==> src/rtl/accum_core.sv <==
module accum_core #(
  parameter int DW = 16,
  parameter int AW = 8
) (
  input  logic          clk,
  input  logic          rst_n,
  output logic [AW-1:0] mem_addr,
  input  logic [DW-1:0] mem_rdata,
  output logic [DW-1:0] acc,
  output logic [AW-1:0] pc,
  output logic          halted
);

  localparam logic [DW-1:0] OP_DIR = DW'(40);
  localparam logic [DW-1:0] OP_IMM = DW'(41);
  localparam logic [DW-1:0] OP_IND = DW'(42);
  localparam logic [DW-1:0] OP_IDX = DW'(43);
  localparam logic [DW-1:0] OP_JMP = DW'(70);
  localparam logic [DW-1:0] OP_REL = DW'(167);

  typedef enum logic [2:0] {
    S_FETCH, S_DEC, S_OPND, S_PTR, S_IDX, S_XVAL, S_DATA, S_HALT
  } st_t;

  st_t           st;
  logic [DW-1:0] op;
  logic [AW-1:0] base;
  logic          legal;

  assign legal  = (mem_rdata == OP_DIR) || (mem_rdata == OP_IMM) ||
                  (mem_rdata == OP_IND) || (mem_rdata == OP_IDX) ||
                  (mem_rdata == OP_JMP) || (mem_rdata == OP_REL);
  assign halted = (st == S_HALT);

  always_comb begin
    case (st)
      S_FETCH: mem_addr = pc;
      S_DEC:   mem_addr = pc + AW'(1);
      S_OPND:  mem_addr = (op == OP_IDX) ? pc + AW'(2) : mem_rdata[AW-1:0];
      S_PTR:   mem_addr = mem_rdata[AW-1:0];
      S_IDX:   mem_addr = mem_rdata[AW-1:0];
      S_XVAL:  mem_addr = base + mem_rdata[AW-1:0];
      default: mem_addr = pc;
    endcase
  end

  always_ff @(posedge clk or negedge rst_n) begin
    if (!rst_n) begin
      st   <= S_FETCH;
      op   <= '0;
      base <= '0;
      acc  <= '0;
      pc   <= '0;
    end else begin
      case (st)
        S_FETCH: st <= S_DEC;
        S_DEC: begin
          op <= mem_rdata;
          st <= legal ? S_OPND : S_HALT;
        end
        S_OPND: begin
          case (op)
            OP_IMM: begin
              acc <= acc + mem_rdata;
              pc  <= pc + AW'(2);
              st  <= S_FETCH;
            end
            OP_JMP: begin
              pc <= mem_rdata[AW-1:0];
              st <= S_FETCH;
            end
            OP_REL: begin
              pc <= pc + mem_rdata[AW-1:0];
              st <= S_FETCH;
            end
            OP_DIR: st <= S_DATA;
            OP_IND: st <= S_PTR;
            OP_IDX: begin
              base <= mem_rdata[AW-1:0];
              st   <= S_IDX;
            end
            default: st <= S_HALT;
          endcase
        end
        S_PTR:  st <= S_DATA;
        S_IDX:  st <= S_XVAL;
        S_XVAL: st <= S_DATA;
        S_DATA: begin
          acc <= acc + mem_rdata;
          pc  <= pc + ((op == OP_IDX) ? AW'(3) : AW'(2));
          st  <= S_FETCH;
        end
        default: st <= S_HALT;
      endcase
    end
  end

  assert_halt_sticky_R9: assert property (@(posedge clk) disable iff (!rst_n)
    halted |=> halted);

  assert_halt_frozen_R9: assert property (@(posedge clk) disable iff (!rst_n)
    halted |=> ($stable(pc) && $stable(acc)));

  assert_fetch_quiet_R8: assert property (@(posedge clk) disable iff (!rst_n)
    (st == S_FETCH || st == S_DEC) |=> ($stable(pc) && $stable(acc)));

  assert_branch_acc_R6: assert property (@(posedge clk) disable iff (!rst_n)
    (st == S_OPND && (op == OP_JMP || op == OP_REL)) |=> $stable(acc));

  assert_imm_step_R2: assert property (@(posedge clk) disable iff (!rst_n)
    (st == S_OPND && op == OP_IMM) |=> (pc == $past(pc) + AW'(2)));

  assert_idx_step_R5: assert property (@(posedge clk) disable iff (!rst_n)
    (st == S_DATA && op == OP_IDX) |=> (pc == $past(pc) + AW'(3)));

endmodule

==> config.mk <==
export PLATFORM = sky130hd
export DESIGN_NAME = accum_core
export DESIGN_NICKNAME = d
export VERILOG_FILES = /design/src/rtl/accum_core.sv
export SDC_FILE = /design/constraint.sdc
export NUM_CORES = 1
export LEC_CHECK = 0
export BUFFER_PORTS_ARGS = -buffer_cell sky130_fd_sc_hd__buf_2
export CORE_MARGIN = 1.5
export CORE_UTILIZATION = 37
export CTS_BUF_LIST = sky130_fd_sc_hd__clkbuf_4
export CTS_CLUSTER_SIZE = 25
export DETAILED_ROUTE_END_ITERATION = 8
export PLACE_DENSITY = 0.66
export SYNTH_ARGS = -nofsm -noshare
export SYNTH_HDL_FRONTEND = slang
export SYNTH_SLANG_ARGS = --single-unit
==> constraint.sdc <==
create_clock -name clk -period 6.1 [get_ports clk]
set_clock_uncertainty 0.05 [all_clocks]
set_input_delay 0.61 -clock clk [delete_from_list [all_inputs] [get_ports clk]]
set_output_delay 0.61 -clock clk [all_outputs]
set_load 0.01 [all_outputs]
[Word level (Yosys, flattened, before mapping)]
Cells that the tools add are included.
Word-level totals
  RAM bits: 0
  flip-flop bits (word level): 51
  latch bits: 0
  word-level logic and storage cells: 55
  memories kept: 0
  output and inout bits: 33
  ROM bits: 0
  input port bits: 18
Operators by class
  multiplexer cells: 10
  shifts and indexed selects: 0
  add/sub/neg operators: 6
  multiply operators: 0
  divide/modulo/power cells: 0
  $lt $le $gt $ge: 0
  reductions and logical operators: 13
  eq/ne operators: 21
  bitwise gates (word level): 0
Operators with widths (count)
  $eq 16x6->1 const B: 8
  $eq 16x7->1 const B: 2
  $eq 16x8->1 const B: 2
  $pmux 16 s2: 1
  $pmux 8 s4: 1
  $pmux 8 s3: 1
  $pmux 3 s6: 1
  $add 16x16->16: 1
  $add 8x8->8: 2
  $mux 16: 1
  $pmux 8 s2: 1
  $eq 3x3->1 const B: 4
  $pmux 3 s4: 1
  $add 8x1->8 const B: 1
  $add 8x2->8: 1
  $add 8x2->8 const B: 1
  $mux 8: 1
  $eq 3x2->1 const B: 2
  $reduce_and 2->1: 3
  $logic_or 1x1->1: 5
  $ne 4x4->1 const B: 1
  $reduce_or 2->1: 2
  $eq 3x1->1 const B: 1
  $logic_not 3->1: 1
  5 further kinds: 5

[Depth between registers and ports, before layout]
Gate-level depths: netlist of the first run.
  depth after elaboration: 8
  mapped depth: 11
  depth with buffers taken out: 11

[Least setup slack after synthesis of the first run]
OpenSTA, ideal clock, no wires.
  path kind: input -> output
  from: input mem_rdata[0]
  to: output mem_addr[6]
  path slack: 3319 ps
  required time: 5440 ps
  buffers on the path: 0
  stages: 9
  data arrival time: 2121 ps
  path through: ha_1 inv_1 fa_1 nor2b_1 o21a_1 o21ai_0 mux2i_1 o221ai_1 a211o_1
On the way
  longest elaborated chain between the ends: 2
RTL lines
  start: declaration: line 8  | input logic [DW-1:0] mem_rdata,
  $add 8x8->8: line 42  | S_XVAL: mem_addr = base + mem_rdata[AW-1:0];
  $pmux 8 s4: line 36  | case (st)
  end: declaration: line 7  | output logic [AW-1:0] mem_addr,
Every way passes these cells.

[Final worst setup path of the first run]
  from: register op[7]
  to: output mem_addr[3]
On the way
  longest elaborated chain between the ends: 3
RTL lines
  start: declaration: line 26  | logic [DW-1:0] op;
  start signal: assignment: line 58  | op <= mem_rdata;
  $eq 16x6->1: line 39  | S_OPND: mem_addr = (op == OP_IDX) ? pc + AW'(2) : mem_rdata[AW-1:0];
  $mux 8: line 39
  $pmux 8 s4: line 36
Every way passes these cells.

==> results of run 1 <==
## layout make-up
cell class / instances / area (um^2)
repair buffers: 54 / 280
well taps: 143 / 179
fillers: 1161 / 6640
clock buffers: 6 / 45.0
clock inverters: 2 / 12.5
flip-flops and latches: 51 / 1280
multi-input cells: 422 / 2930
inverters: 16 / 60.1
## per-stage QoR
stage,instances,hold slack (ps),setup slack [ps]
after floorplan,510,264,3320
after global placement,686,430,2870
after detailed placement,686,446,2820
after CTS,694,304,2540
after global routing,694,324,2370
final,694,277,2530
## per-layer routing
| metal | GRT usage (%) | vias to the layer above | share of wire (%) | wire, um |
|---|---|---|---|---|
| met5 | 0 | - | 0 | 0 |
| li1 | - | 1981 | - | - |
| met2 | 34.2 | 188 | 46 | 5850 |
| met1 | 26.7 | 2047 | 44 | 5630 |
| met3 | 2.78 | 41 | 5.7 | 729 |
| met4 | 9.20 | 0 | 3.7 | 473 |
## power breakdown
part | internal (uW) | switching [uW]
sequential | 479 | 201
combinational | 607 | 832
clock | 49.2 | 116
## sequential cells by signal (all words and copies together) (netlist names)
name and flops:
base 8, pc 8, op 16, st 3
acc 16
## cells in the final DEF (no fill, tap or decap), types with 11 or more instances in the layout
cell type	count
nand2_1	56
dfrtp_1	51
buf_2	50
a21oi_1	43
nor2_1	38
ha_1	34
o21ai_0	31
mux2_2	21
nand3_1	17
xor2_1	16
inv_1	15
xnor2_1	11
a21o_1	11
## cells in the mapped netlist (3+ instances only)
| cell type | instances | area [um^2] |
|---|---|---|
| mux2_2 | 21 | 236 |
| nor3_1 | 11 | 55.1 |
| ha_1 | 34 | 425 |
| a31oi_1 | 7 | 43.8 |
| a211oi_1 | 5 | 37.5 |
| xnor2_1 | 11 | 96.3 |
| o21a_1 | 3 | 22.5 |
| nand3_1 | 17 | 85.1 |
| nand2b_1 | 6 | 37.5 |
| and2_1 | 3 | 18.8 |
| a221oi_1 | 4 | 35.0 |
| inv_1 | 15 | 56.3 |
| and3_1 | 7 | 43.8 |
| nand4_1 | 10 | 62.6 |
| and4_1 | 3 | 26.3 |
| xor2_1 | 16 | 140 |
| or3_1 | 5 | 31.3 |
| a21o_1 | 11 | 82.6 |
| nor2_1 | 38 | 143 |
| o21ai_0 | 31 | 155 |
| o22ai_1 | 4 | 25.0 |
| nor3b_1 | 5 | 37.5 |
| o211ai_1 | 6 | 45.0 |
| o31ai_1 | 3 | 22.5 |
| a22o_1 | 4 | 35.0 |
| nand2_1 | 56 | 210 |
| fa_1 | 3 | 60.1 |
| nor2b_1 | 5 | 31.3 |
| o221ai_1 | 5 | 43.8 |
| clkbuf_1 | 15 | 56.3 |
| nand3b_1 | 3 | 22.5 |
| buf_2 | 5 | 25.0 |
| dfrtp_1 | 51 | 1280 |
| a21oi_1 | 43 | 215 |
## how the worst min path moves through the flow
stage               startpoint  endpoint  depth (start not counted)
finish                   rst_n     pc[0]                          2
global route             rst_n   base[6]                          2
CTS                      rst_n     pc[0]                          2
detailed placement      acc[0]    acc[0]                          2
global placement        acc[0]    acc[0]                          2
floorplan                rst_n    acc[0]                          0
## worst max-delay path, delay by kind of cell (launching register included)
family                 cells  cell delay, ps
AOI/OAI and AO/OA          2             770
DFF                        1             440
buffers and inverters      1             150
and+or+nand+nor            4            1180
## cells by family (layout without fill, tap and decap cells)
kind of cell | after synthesis | in the layout | share of synthesized area [%]
muxes | 23 | 23 | 5.90
adders and majority gates | 37 | 37 | 11.2
DFF | 51 | 51 | 29.3
AOI/OAI and AO/OA | 151 | 151 | 23.0
xor gates and xnor gates | 27 | 27 | 5.44
and+or+nand+nor | 184 | 184 | 21.7
buffers and inverters | 37 | 78 | 3.42
==> qor.csv, run 1 <==
metric,value,unit
Slew @ Worst Pin,949,ps
Die Width,111,um
Peak VDD IR,0.267,mV
Post-Synthesis Cells,510,
Setup CP Type,flop to primary output,
largest net degree at the start of global routing,52,
clk root buf,clkbuf_4,
worst relative slew slack,36.7,%
Pwr Density,478,nW/um^2
setup tns final,0,ps
status,finished clean,
Worst-path clk slew,170,ps
antenna cells,0,
TritonCTS Buffers,5,
total power,2280,uW
"Avg Cell Area, Syn",8.53,um^2
layout cell share with drive strength beyond 1,16.9,%
Post-synth EDFFs,0,
warnings from Yosys,0,
Clock Tree Buf Depth,2,
vias,4257,
Chip Height,111,um
drt pass-1 iters,5,
CP Cell Sequence,nor3b_1 -> nand4_2 -> nor4_2 -> o22ai_1 -> a222oi_1 -> nand2_1 -> buf_2,
LEAKAGE,0.00204,uW
critical path arrival,2910,ps
Yosys reg bits,51,
Most used DFF post-synth,dfrtp_1,
worst setup path start,op[7],
Detailed Route WL,12700,um
CTS tree,built,
IO buf count,50,
All-Layer GR Usage,20.6,%
initial core utilization,38.1,%
design area,4780,um^2
Crit. End Element,primary output,
Layout area overhead,9.95,%
post-place instance area,4730,um^2
IO Pins,51,
wire length per cell,18.3,um
crit path launch type,flop,
final max-slew violation count,0,
Clock Latency Late Sink,390,ps
Tightest Hold Check Type,input port to asynchronous set/reset pin,
count of hold-fix buffers inserted at cts,0,
distinct cell type count after synthesis,68,
initial antenna violation count,0,
initial DRC count,277,
end point of the critical path,mem_addr[3],
Post-DP HPWL,9330,um
Die Area,12400,um^2
Final Setup Violations,0,
asr flop ratio synth,100,%
# Max-Cap Violations,0,
reg2reg setup slack,2880,ps
Synth Net Count,565,
nets@finish,605,
Routed Antenna Nets,0,
R2R Path End,pc[4],
PostCTS Resize Cnt,0,
CP max FO,7,
GPL Wtd Cong,0.875,
minimum clock period,3570,ps
RSZ-0062 raised after global routing,no,
register area share after synthesis,29.3,%
core area,11400,um^2
"slowest stage cell, crit path",nor4_2,
fin util,41.9,%
vias in the first global route,4207,
postcts setup bufs,0,
reg2reg start,st[1],
first-pass GRT wire length,20900,um
Synth Cell Area,4350,um^2
Max Fclk,280,MHz
Clock H-tree levels,2,
global route total overflow,0,
R2R cell count,7,
final period utilization,58.5,%
CP required,5440,ps
highest cell delay on the worst timing path,450,ps
DR vias/cell,6.13,
clock sink count,51,
FP Rows,39,
drt drc,0,
Final Hold Fails,0,
No activity file was read; power rests on OpenSTA's default activity.
==> run 2: changes to the inputs <==
==> constraint.sdc (replaced) <==
create_clock -name clk -period 3.6 [get_ports clk]
set_clock_uncertainty 0.05 [all_clocks]
set_input_delay 0.36 -clock clk [delete_from_list [all_inputs] [get_ports clk]]
set_output_delay 0.36 -clock clk [all_outputs]
set_load 0.01 [all_outputs]
==> qor.csv, run 2 (synthesis gave the netlist of run 1 again) <==
metric,value,unit,change
global route total overflow,0,,unchanged
vias in the first global route,4374,,+4.0%
dpl ws,711,ps,-2110 ps
wire length per cell,19.7,um,+7.7%
multi-input logic area,2930,um^2,unchanged
Max Fclk,292,MHz,
Clock Latency Late Sink,420,ps,+30 ps
setup tns final,0,ps,unchanged
RSZ-0062 raised after global routing,no,,
initial core utilization,38.1,%,unchanged
Logic pwr share,62.7,%,-0.3 points
Peak VDD IR,0.424,mV,+59%
Fin Hold WS,188,ps,-88.5 ps
final period utilization,95.2,%,
top flop regs,"acc (16), op (16)",,
PostCTS Resize Cnt,0,,unchanged
crit path launch type,flop,,
clk root buf,clkbuf_4,,
Crit. End Element,primary output,,
CTS tree,built,,
minimum clock period,3430,ps,
CP max FO,17,,+10
# Max-Cap Violations,0,,unchanged
Final Setup Violations,0,,unchanged
"leading cell type in the layout, fill and taps excluded",nand2_1,,
"commonest non-fill, non-tap cells in the layout","nand2_1, dfrtp_1, buf_2",,
IO buf count,50,,unchanged
nets@finish,610,,+0.83%
CP required,3190,ps,-2250 ps
"Worst Setup Slack, final",173,ps,-2360 ps
IO Pins,51,,unchanged
layout cell share with drive strength beyond 1,17.3,%,+0.39 points
Final Hold Fails,0,,unchanged
Slew @ Worst Pin,806,ps,-143 ps
Routed Antenna Nets,0,,unchanged
TritonCTS Buffers,5,,unchanged
drt drc,0,,unchanged
Fillers,1193,,+2.8%
switching share of total power,51.2,%,+0.90 points
count of hold-fix buffers inserted at cts,1,,+1
FP Rows,39,,unchanged
vias,4306,,+1.2%
critical path arrival,3020,ps,+110 ps
postcts setup bufs,0,,unchanged
Post-DP HPWL,10100,um,+8.5%
Pwr Density,821,nW/um^2,+72%
All-Layer GR Usage,22.5,%,+1.9 points
Clock H-tree levels,2,,unchanged
Int Pwr,1930,uW,+70%
Chip Height,111,um,unchanged
final max-slew violation count,0,,unchanged
net switching power,2030,uW,+76%
Clock Tree Buf Depth,2,,unchanged
antenna cells,0,,unchanged
Tightest Hold Check Type,input port to flop,,
clock sink count,51,,unchanged
Detailed Route WL,13800,um,+8.5%
largest net degree at the start of global routing,33,,-37%
status,finished clean,,
Layout area overhead,10.9,%,
total power,3960,uW,+73%
LEAKAGE,0.00206,uW,+1.0%
register area,1280,um^2,unchanged
DR vias/cell,6.16,,+0.43%
GPL Wtd Cong,0.987,,+13%
drt pass-1 iters,5,,unchanged
Sequential Power Share,30.0,%,+0.3 points
worst relative slew slack,46.3,%,+9.6 points
core area,11400,um^2,unchanged
Die Width,111,um,unchanged
Clk pwr share,7.3,%,about the same
initial antenna violation count,0,,unchanged
Die Area,12400,um^2,unchanged
initial DRC count,429,,+55%
first-pass GRT wire length,22500,um,+7.7%
Worst-path clk slew,160,ps,about the same
Setup CP Type,flop to primary output,,
## run 2: cell count changes in the layout (fill, tap and decap cells not counted)
cell	before	now
buf_4	4	8
clkbuf_4	6	5
clkinv_1	1	2
clkinv_2	1	0
clkinv_4	0	1
dlygate4sd3_1	0	1
## run 2: power groups by stage
stage	Clock [uW]	Combinational, uW	Sequential, uW
after detailed placement	0	2450	1190
after floorplan	0	1770	1080
after global placement	0	2400	1180
final	290	2480	1190
after global routing	323	2740	1230
after CTS	297	2460	1180
## run 2: metrics by stage
step                      instances  utilization (%)  cell area (um^2)
after floorplan                 510                -              4350
after CTS                       699             42.2              4820
after global routing            699             42.2              4820
after global placement          690             41.7              4760
after detailed placement        690             41.7              4760
final                           699             42.2              4820
## run 2: final cells by class
type / count / area share (%)
inverter: 16 / 1.25
timing repair buffer: 59 / 6.64
clock buffer: 5 / 0.778
tap: 143 / 3.71
clock inverter: 3 / 0.415
sequential: 51 / 26.5
multi-input combinational: 422 / 60.8
## run 2: worst paths after layout
| kind | from | to | slack (ps) | cells after the start |
|---|---|---|---|---|
| max in group asynchronous | rst_n | op[3] | 2190 | 3 |
| setup / recovery | st[1] | mem_addr[7] | 170 | 7 |
| min in group asynchronous | rst_n | base[5] | 490 | 2 |
| setup reg to reg | st[1] | acc[15] | 840 | 6 |
| hold / removal | mem_rdata[13] | op[13] | 190 | 2 |
| hold reg to reg | base[7] | base[7] | 480 | 2 |
## run 2: routing by layer
metal  vias up  wire (um)  global-route usage, %
li1       1999          -                      -
met1      2050       5810                   29.1
met2       210       6390                   37.2
met3        47       1090                   4.30
met4         0        475                   8.61
met5         -          0                      0
## run 2: critical path, stage by stage, from the launching register on
cell and delay (ps):
dfrtp_1 700, nor3b_1 500, nand3_1 170, or2_1 510, a21oi_1 250, o221ai_1 140, a31oi_1 190, buf_2 150
